[src/rtl/i2c_xfer_pkg.sv]
package i2c_xfer_pkg;

  typedef enum logic [2:0] {
    ST_IDLE = 3'd0,
    ST_LO   = 3'd1,
    ST_HI   = 3'd2,
    ST_AKLO = 3'd3,
    ST_AKHI = 3'd4
  } phase_t;

  // Number of data bits selected by a count code; the all-zero code means a full word.
  function automatic int unsigned bits_from_code(input logic [2:0] code, input int unsigned width);
    if (code == 3'd0) return width;
    return int'(code);
  endfunction

  // Total SCL pulses of one transfer.
  function automatic int unsigned pulses_of(input int unsigned nbits, input logic ack_en);
    return nbits + (ack_en ? 1 : 0);
  endfunction

endpackage

[src/rtl/i2c_bit_tally.sv]
module i2c_bit_tally
  import i2c_xfer_pkg::*;
#(
  parameter int unsigned DATA_W = 8,
  parameter int unsigned CODE_W = 3,
  localparam int unsigned CNT_W = $clog2(DATA_W + 1)
) (
  input  logic              clk,
  input  logic              rst_n,
  input  logic              code_wr,
  input  logic [CODE_W-1:0] code_in,
  input  logic              bus_start,
  input  logic              load,
  input  logic              step,
  output logic [CODE_W-1:0] code_q,
  output logic [CNT_W-1:0]  left_q,
  output logic              last_bit
);

  logic [CNT_W-1:0] load_val;

  always_comb begin
    load_val = CNT_W'(bits_from_code(code_q, DATA_W));
  end

  // Code register: the start-condition clear wins over a write.
  always_ff @(posedge clk or negedge rst_n) begin
    if (!rst_n) begin
      code_q <= '0;
    end else if (bus_start) begin
      code_q <= '0;
    end else if (code_wr) begin
      code_q <= code_in;
    end
  end

  // Remaining data bits of the running transfer.
  always_ff @(posedge clk or negedge rst_n) begin
    if (!rst_n) begin
      left_q <= '0;
    end else if (load) begin
      left_q <= load_val;
    end else if (step && left_q != '0) begin
      left_q <= left_q - 1'b1;
    end
  end

  assign last_bit = (left_q == CNT_W'(1));

  // one cycle after a start condition, the code reads zero.
  assert_start_clears_R3: assert property (@(posedge clk) disable iff (!rst_n)
    bus_start |=> (code_q == '0));

  // with no write and no start, the code holds.
  assert_code_holds_R2: assert property (@(posedge clk) disable iff (!rst_n)
    (!bus_start && !code_wr) |=> $stable(code_q));

  // a loaded count always lies between 1 and DATA_W.
  assert_load_range_R2: assert property (@(posedge clk) disable iff (!rst_n)
    load |=> (left_q >= CNT_W'(1) && left_q <= CNT_W'(DATA_W)));

endmodule

[src/rtl/i2c_shifter.sv]
module i2c_shifter #(
  parameter int unsigned DATA_W = 8
) (
  input  logic              clk,
  input  logic              rst_n,
  input  logic              load,
  input  logic [DATA_W-1:0] tx_byte,
  input  logic              tx_step,
  input  logic              rx_sample,
  input  logic              sda_in,
  output logic              tx_bit,
  output logic [DATA_W-1:0] rx_word
);

  logic [DATA_W-1:0] tx_sh;
  logic [DATA_W-1:0] rx_sh;

  always_ff @(posedge clk or negedge rst_n) begin
    if (!rst_n) begin
      tx_sh <= '0;
    end else if (load) begin
      tx_sh <= tx_byte;
    end else if (tx_step) begin
      tx_sh <= {tx_sh[DATA_W-2:0], 1'b0};
    end
  end

  always_ff @(posedge clk or negedge rst_n) begin
    if (!rst_n) begin
      rx_sh <= '0;
    end else if (load) begin
      rx_sh <= '0;
    end else if (rx_sample) begin
      rx_sh <= {rx_sh[DATA_W-2:0], sda_in};
    end
  end

  assign tx_bit  = tx_sh[DATA_W-1];
  assign rx_word = rx_sh;

  // the outgoing bit can only move when the shifter steps or reloads.
  assert_txbit_stable_R4: assert property (@(posedge clk) disable iff (!rst_n)
    (!load && !tx_step) |=> $stable(tx_bit));

endmodule

[src/rtl/i2c_phase_fsm.sv]
module i2c_phase_fsm
  import i2c_xfer_pkg::*;
#(
  parameter int unsigned DATA_W = 8,
  localparam int unsigned CNT_W = $clog2(DATA_W + 1),
  localparam int unsigned PUL_W = $clog2(DATA_W + 2)
) (
  input  logic              clk,
  input  logic              rst_n,
  input  logic              go,
  input  logic              rx_mode,
  input  logic              ack_en,
  input  logic              tick,
  input  logic              sda_in,
  input  logic              last_bit,
  input  logic [CNT_W-1:0]  load_bits,
  input  logic [DATA_W-1:0] rx_word,
  output phase_t            phase_q,
  output logic              rx_mode_q,
  output logic              ev_go,
  output logic              ev_rise,
  output logic              ev_data_rise,
  output logic              ev_next_bit,
  output logic              ev_finish,
  output logic              scl_q,
  output logic              done_q,
  output logic              ack_q,
  output logic [DATA_W-1:0] rx_byte_q
);

  logic ack_en_q;
  logic ev_to_ack;
  logic ev_ack_rise;

  // Named internal events shared by the shifter, the counter and the checks.
  assign ev_go        = go && (phase_q == ST_IDLE);
  assign ev_data_rise = tick && (phase_q == ST_LO);
  assign ev_ack_rise  = tick && (phase_q == ST_AKLO);
  assign ev_rise      = ev_data_rise || ev_ack_rise;
  assign ev_next_bit  = tick && (phase_q == ST_HI) && !last_bit;
  assign ev_to_ack    = tick && (phase_q == ST_HI) && last_bit && ack_en_q;
  assign ev_finish    = tick && (((phase_q == ST_HI) && last_bit && !ack_en_q)
                                 || (phase_q == ST_AKHI));

  always_ff @(posedge clk or negedge rst_n) begin
    if (!rst_n) begin
      phase_q   <= ST_IDLE;
      rx_mode_q <= 1'b0;
      ack_en_q  <= 1'b0;
    end else begin
      if (ev_go) begin
        phase_q   <= ST_LO;
        rx_mode_q <= rx_mode;
        ack_en_q  <= ack_en;
      end else if (ev_data_rise) begin
        phase_q <= ST_HI;
      end else if (ev_next_bit) begin
        phase_q <= ST_LO;
      end else if (ev_to_ack) begin
        phase_q <= ST_AKLO;
      end else if (ev_ack_rise) begin
        phase_q <= ST_AKHI;
      end else if (ev_finish) begin
        phase_q <= ST_IDLE;
      end
    end
  end

  always_ff @(posedge clk or negedge rst_n) begin
    if (!rst_n) begin
      scl_q <= 1'b1;
    end else if (ev_rise) begin
      scl_q <= 1'b1;
    end else if (ev_go || ev_next_bit || ev_to_ack || ev_finish) begin
      scl_q <= 1'b0;
    end
  end

  always_ff @(posedge clk or negedge rst_n) begin
    if (!rst_n) begin
      done_q    <= 1'b0;
      rx_byte_q <= '0;
      ack_q     <= 1'b1;
    end else begin
      done_q <= ev_finish;
      if (ev_finish) begin
        rx_byte_q <= rx_word;
      end
      if (ev_ack_rise && !rx_mode_q) begin
        ack_q <= sda_in;
      end
    end
  end

  // Pulse bookkeeping used only by the checks below.
  logic [PUL_W-1:0] pulse_cnt;
  logic [PUL_W-1:0] pulse_exp;

  always_ff @(posedge clk or negedge rst_n) begin
    if (!rst_n) begin
      pulse_cnt <= '0;
      pulse_exp <= '0;
    end else if (ev_go) begin
      pulse_cnt <= '0;
      pulse_exp <= PUL_W'(pulses_of(int'(load_bits), ack_en));
    end else if (ev_rise) begin
      pulse_cnt <= pulse_cnt + 1'b1;
    end
  end

  // the finishing strobe comes after exactly n (+1) pulses.
  assert_pulse_count_R9: assert property (@(posedge clk) disable iff (!rst_n)
    ev_finish |-> (pulse_cnt == pulse_exp));

  // done lasts a single cycle and the engine is idle with SCL low.
  assert_done_single_R10: assert property (@(posedge clk) disable iff (!rst_n)
    done_q |=> !done_q);
  assert_done_idle_R10: assert property (@(posedge clk) disable iff (!rst_n)
    done_q |-> (phase_q == ST_IDLE && !scl_q));

  // SCL moves only after a strobe or an accepted go.
  assert_scl_on_tick_R12: assert property (@(posedge clk) disable iff (!rst_n)
    (!tick && !ev_go) |=> $stable(scl_q));

  // direction is frozen while a transfer runs.
  assert_dir_frozen_R11: assert property (@(posedge clk) disable iff (!rst_n)
    (phase_q != ST_IDLE) |=> $stable(rx_mode_q));

  // the acknowledge status moves only on a transmit ack-slot rising edge.
  assert_ack_hold_R8: assert property (@(posedge clk) disable iff (!rst_n)
    !(ev_ack_rise && !rx_mode_q) |=> $stable(ack_q));

endmodule

[src/rtl/i2c_xfer_engine.sv]
module i2c_xfer_engine
  import i2c_xfer_pkg::*;
#(
  parameter int unsigned DATA_W = 8,
  parameter int unsigned CODE_W = 3,
  localparam int unsigned CNT_W = $clog2(DATA_W + 1)
) (
  input  logic              clk,
  input  logic              rst_n,
  input  logic              code_wr_i,
  input  logic [CODE_W-1:0] code_i,
  input  logic              bus_start_i,
  input  logic              go_i,
  input  logic              rx_mode_i,
  input  logic              ack_en_i,
  input  logic [DATA_W-1:0] tx_byte_i,
  input  logic              tick_i,
  input  logic              sda_i,
  output logic              sda_oe_o,
  output logic              scl_o,
  output logic [DATA_W-1:0] rx_byte_o,
  output logic              ack_o,
  output logic              done_o
);

  phase_t            phase_q;
  logic              rx_mode_q;
  logic              ev_go, ev_rise, ev_data_rise, ev_next_bit, ev_finish;
  logic [CODE_W-1:0] code_q;
  logic [CNT_W-1:0]  left_q;
  logic [CNT_W-1:0]  load_bits;
  logic              last_bit;
  logic              tx_bit;
  logic [DATA_W-1:0] rx_word;
  logic              scl_q, done_q, ack_q;
  logic [DATA_W-1:0] rx_byte_q;

  assign load_bits = CNT_W'(bits_from_code(code_q, DATA_W));

  i2c_bit_tally #(.DATA_W(DATA_W), .CODE_W(CODE_W)) u_tally (
    .clk       (clk),
    .rst_n     (rst_n),
    .code_wr   (code_wr_i),
    .code_in   (code_i),
    .bus_start (bus_start_i),
    .load      (ev_go),
    .step      (ev_next_bit),
    .code_q    (code_q),
    .left_q    (left_q),
    .last_bit  (last_bit)
  );

  i2c_shifter #(.DATA_W(DATA_W)) u_shift (
    .clk       (clk),
    .rst_n     (rst_n),
    .load      (ev_go),
    .tx_byte   (tx_byte_i),
    .tx_step   (ev_next_bit),
    .rx_sample (ev_data_rise),
    .sda_in    (sda_i),
    .tx_bit    (tx_bit),
    .rx_word   (rx_word)
  );

  i2c_phase_fsm #(.DATA_W(DATA_W)) u_fsm (
    .clk          (clk),
    .rst_n        (rst_n),
    .go           (go_i),
    .rx_mode      (rx_mode_i),
    .ack_en       (ack_en_i),
    .tick         (tick_i),
    .sda_in       (sda_i),
    .last_bit     (last_bit),
    .load_bits    (load_bits),
    .rx_word      (rx_word),
    .phase_q      (phase_q),
    .rx_mode_q    (rx_mode_q),
    .ev_go        (ev_go),
    .ev_rise      (ev_rise),
    .ev_data_rise (ev_data_rise),
    .ev_next_bit  (ev_next_bit),
    .ev_finish    (ev_finish),
    .scl_q        (scl_q),
    .done_q       (done_q),
    .ack_q        (ack_q),
    .rx_byte_q    (rx_byte_q)
  );

  logic in_data, in_ack;
  assign in_data = (phase_q == ST_LO) || (phase_q == ST_HI);
  assign in_ack  = (phase_q == ST_AKLO) || (phase_q == ST_AKHI);

  // Open-drain drive: transmit data pulls low for a zero, a receiver pulls low in the ack slot.
  assign sda_oe_o  = (in_data && !rx_mode_q && !tx_bit) || (in_ack && rx_mode_q);
  assign scl_o     = scl_q;
  assign rx_byte_o = rx_byte_q;
  assign ack_o     = ack_q;
  assign done_o    = done_q;

  // while SCL stays high the SDA drive does not move.
  assert_sda_quiet_high_R6: assert property (@(posedge clk) disable iff (!rst_n)
    ($past(scl_q) && scl_q) |-> $stable(sda_oe_o));

  // the remaining-bit count only falls between bits and never underflows mid-transfer.
  assert_left_nonzero_R4: assert property (@(posedge clk) disable iff (!rst_n)
    in_data |-> (left_q != '0));

  // a go during a transfer does not restart the counter.
  assert_go_ignored_R11: assert property (@(posedge clk) disable iff (!rst_n)
    (in_data && !ev_next_bit) |=> $stable(left_q));

endmodule

[config.mk]
export PLATFORM = sky130hd
export DESIGN_NAME = i2c_xfer_engine
export DESIGN_NICKNAME = d
export VERILOG_FILES = /design/src/rtl/i2c_xfer_pkg.sv /design/src/rtl/i2c_bit_tally.sv /design/src/rtl/i2c_shifter.sv /design/src/rtl/i2c_phase_fsm.sv /design/src/rtl/i2c_xfer_engine.sv
export SDC_FILE = /design/constraint.sdc
export NUM_CORES = 1
export LEC_CHECK = 0
export BUFFER_PORTS_ARGS = -buffer_cell sky130_fd_sc_hd__buf_2
export CAP_MARGIN = 20
export CORE_ASPECT_RATIO = 0.75
export CORE_MARGIN = 2
export CORE_UTILIZATION = 35
export DETAILED_ROUTE_END_ITERATION = 8
export HOLD_SLACK_MARGIN = 0.02
export MAX_ROUTING_LAYER = met4
export SYNTH_ARGS = -nofsm -noshare
export SYNTH_HDL_FRONTEND = slang
export SYNTH_SLANG_ARGS = --single-unit
[constraint.sdc]
create_clock -name clk -period 3.7 [get_ports clk]
set_input_delay 0.37 -clock clk [delete_from_list [all_inputs] [get_ports clk]]
set_output_delay 0.37 -clock clk [all_outputs]
set_load 0.01 [all_outputs]
==> metrics.md <==
| Metric | Value |
|---|---|
| PwrDens | 689 nW/um^2 |
| PortBufs | 31 |
| Tot GR Track Use | 0.130 |
| Cells on worst reg2reg path | 5 |
| Clock tree buffer depth | 2 |
| Routed WL | 3.23 mm |
| Startpoint Class | register |
| Initial antenna violation count | 0 |
| Overflow after GRT | 0 |
| # Post-CTS Setup Buffers | 0 |
| Final worst setup slack | 1.59 ns |
| Skew final | 0.00662 ns |
| Most frequent cells in the layout | dfrtp_1, buf_2, nand2_1 |
| Most common cell after layout, fill and taps aside | dfrtp_1 |
| Ranking of synthesized cells by area | dfrtp_1, mux2_2, nand2_1 |
| CTS tree | yes |
| Mapped cell area | 1820 sq um |
| Initial drt markers | 84 |
| CP required | 3.33 ns |
| Routed length per placed instance | 12.7 um |
| ANT nets after route | 0 |
| Final setup fails | 0 |
| CP endpoint kind | output port |
| Cell count after synthesis | 166 |
| Nets | 217 |
| Top Ports | 32 |
| CTS Sinks | 39 |
| First-pass GRT wire length | 5.55 mm |
| Gates resized, CTS repair | 0 |
| FMAX | 473 MHz |
| Site Rows | 22 |
| HP Class | in2async |
| Unrepaired setup endpoints after global routing | no |
| Clock root cell | clkbuf_8 |
| Placed Area | 2000 sq um |
| Initial Util | 0.366 |
| Setup_tns | 0 ns |
| Largest net degree at the start of global routing | 40 |
| R2R setup slack | 1.60 ns |
| Maxcap violations | 0 |
| Post-synth EDFFs | 0 |
| YS warnings | 0 |
| Fin crit share | 0.571 |
| Antenna diodes | 0 |
| Placed insts | 248 |
| Die width | 87.2 um |
| Post-DR vias/cell | 4.95 |
| Via count | 1262 |
| Area grow syn2layout | 15.0% |
| Die Ht | 66.4 um |
| Cell Count, Final, Fillers Out | 255 |
| Number of global-route vias before repair | 1152 |
| Netlist cell types | 32 |
| Actual slew at the worst max-slew pin | 0.891 ns |
| R2r startpoint | u_tally.left_q[1]$_DFFE_PN0P_ |
| Total die area | 5790 sq um |
| CTS H-tree depth | 2 |
| Syn nets | 188 |
| Layout Utilization | 0.421 |
| Max Slew Vio Count | 0 |
| HPWL after DPL | 2.32 mm |
| Clock transition at path regs | 0.07 ns |
| Pleak | 0.986 nW |
| # fillers | 511 |
| VDD IR max | 0.000325 V |
| CTS Hold Bufs | 0 |
| Clk Latency, worst-skew pair | 0.28 ns |
| Synthesized flop and latch total | 39 |
| Post-synth top area cell | dfrtp_1 |
| Cell area after layout | 2090 sq um |
| Core Box Area | 4950 sq um |
| Status | finished, final reports clean |
| Worst-path maximum fanout | 14 |
| Post-synth ARST share | 1.00 |
| Register area share after synthesis | 0.539 |
| Residual DRC count | 0 |
| CP arrival | 1.74 ns |
| Share of layout cells above drive strength 1 | 0.297 |
| Slew margin rel. | 0.406 |
| Reg2reg end | u_fsm.rx_byte_q[0]$_DFFE_PN0P_ |
| GP Congestion | 0.799 |
| Minimum clock period | 2.11 ns |
| Crit Path Class | reg2out |
| Synthesized area per cell | 10.9 sq um |
| Pre-CTS setup slack | 1.57 ns |
| CTS buffer count | 5 |
| DRT Pass-1 Iters | 4 |
| Area share of the largest cell type after synthesis | 0.510 |
| Ys flop type | dfrtp_1 |
| Final Hold Vio Count | 0 |
registers in the layout, summed over array words and instances (netlist names):
signal / count
u_fsm.ack_en_q: 1
u_fsm.ack_q: 1
u_fsm.done_q: 1
u_fsm.phase_q: 3
u_fsm.rx_byte_q: 8
u_fsm.rx_mode_q: 1
u_fsm.scl_q: 1
u_shift.rx_word: 8
u_shift.tx_sh: 8
u_tally.code_q: 3
u_tally.left_q: 4
per-layer routing:
metal	wire length, um	share of wire	up-vias	GRT usage
met5	0	0	-	-
met4	34	0.011	0	0.0462
met3	172	0.053	2	0.0487
met2	1330	0.41	24	0.164
met1	1690	0.52	598	0.188
li1	-	-	638	-
critical path: stages (launching register included):
cell	delay, ns
dfrtp_1	0.51
or3_1	0.41
a21oi_1	0.15
a31oi_1	0.05
o21ai_0	0.19
buf_2	0.17
area by class of cell:
cell class	instances	area, sq um	area share
repair buffers	32	163	0.0779
multi-input cells	113	768	0.368
clock inverters	1	5.00	0.00240
clock buffers	6	82.6	0.0396
flip-flops and latches	39	978	0.469
well taps	60	75.1	0.0360
inverters	4	15.0	0.00719
report_power, final:
part           internal [mW]  total, mW  switching (mW)
combinational          0.234      0.471           0.238
clock                  0.146      0.281           0.135
sequential             0.567      0.686           0.118
total                  0.947       1.44           0.491
kinds of logic after synthesis:
family | after synthesis | share of synthesized area
fa+ha+maj | 2 | 0.0138
buf+inv | 14 | 0.0379
xor+xnor | 1 | 0.00483
compound gates | 33 | 0.123
simple gates | 58 | 0.168
flops | 39 | 0.539
mux | 19 | 0.113
stage by stage:
| step | hold slack, ns | power, mW |
|---|---|---|
| after CTS | 0.210 | 1.46 |
| after floorplan | 0.0744 | 1.05 |
| after detailed placement | 0.488 | 1.17 |
| after global routing | 0.250 | 1.56 |
| final | 0.185 | 1.44 |
| after global placement | 0.477 | 1.17 |
synthesized netlist by cell type, types with 2 or more instances:
cell type,instances
nand3_1,2
ha_1,2
or3_1,2
o31ai_1,2
dfstp_2,2
buf_2,6
mux2_2,12
nand2b_1,2
dfrtp_1,37
nor3b_1,8
clkbuf_1,2
o21ai_0,10
nand2_1,26
a21oi_1,13
nor2_1,9
inv_1,4
mux2i_1,7
a221o_1,6
worst max path at each step:
| stage | depth (start not counted) | endpoint | from | slack [ns] |
|---|---|---|---|---|
| 5_1_grt | 5 | sda_oe_o | u_fsm.phase_q[1]$_DFFE_PN0P_ | 1.44 |
| 2_1_floorplan | 5 | u_fsm.rx_byte_q[0]$_DFFE_PN0P_ | u_tally.left_q[1]$_DFFE_PN0P_ | 1.79 |
| 4_1_cts | 5 | sda_oe_o | u_fsm.phase_q[1]$_DFFE_PN0P_ | 1.55 |
| 6_report | 5 | sda_oe_o | u_fsm.phase_q[1]$_DFFE_PN0P_ | 1.59 |
| 3_5_place_dp | 5 | u_fsm.rx_byte_q[0]$_DFFE_PN0P_ | u_tally.left_q[1]$_DFFE_PN0P_ | 1.57 |
| 3_3_place_gp | 5 | u_fsm.rx_byte_q[1]$_DFFE_PN0P_ | u_tally.left_q[1]$_DFFE_PN0P_ | 1.62 |
Power figures use the tool's default switching activity.
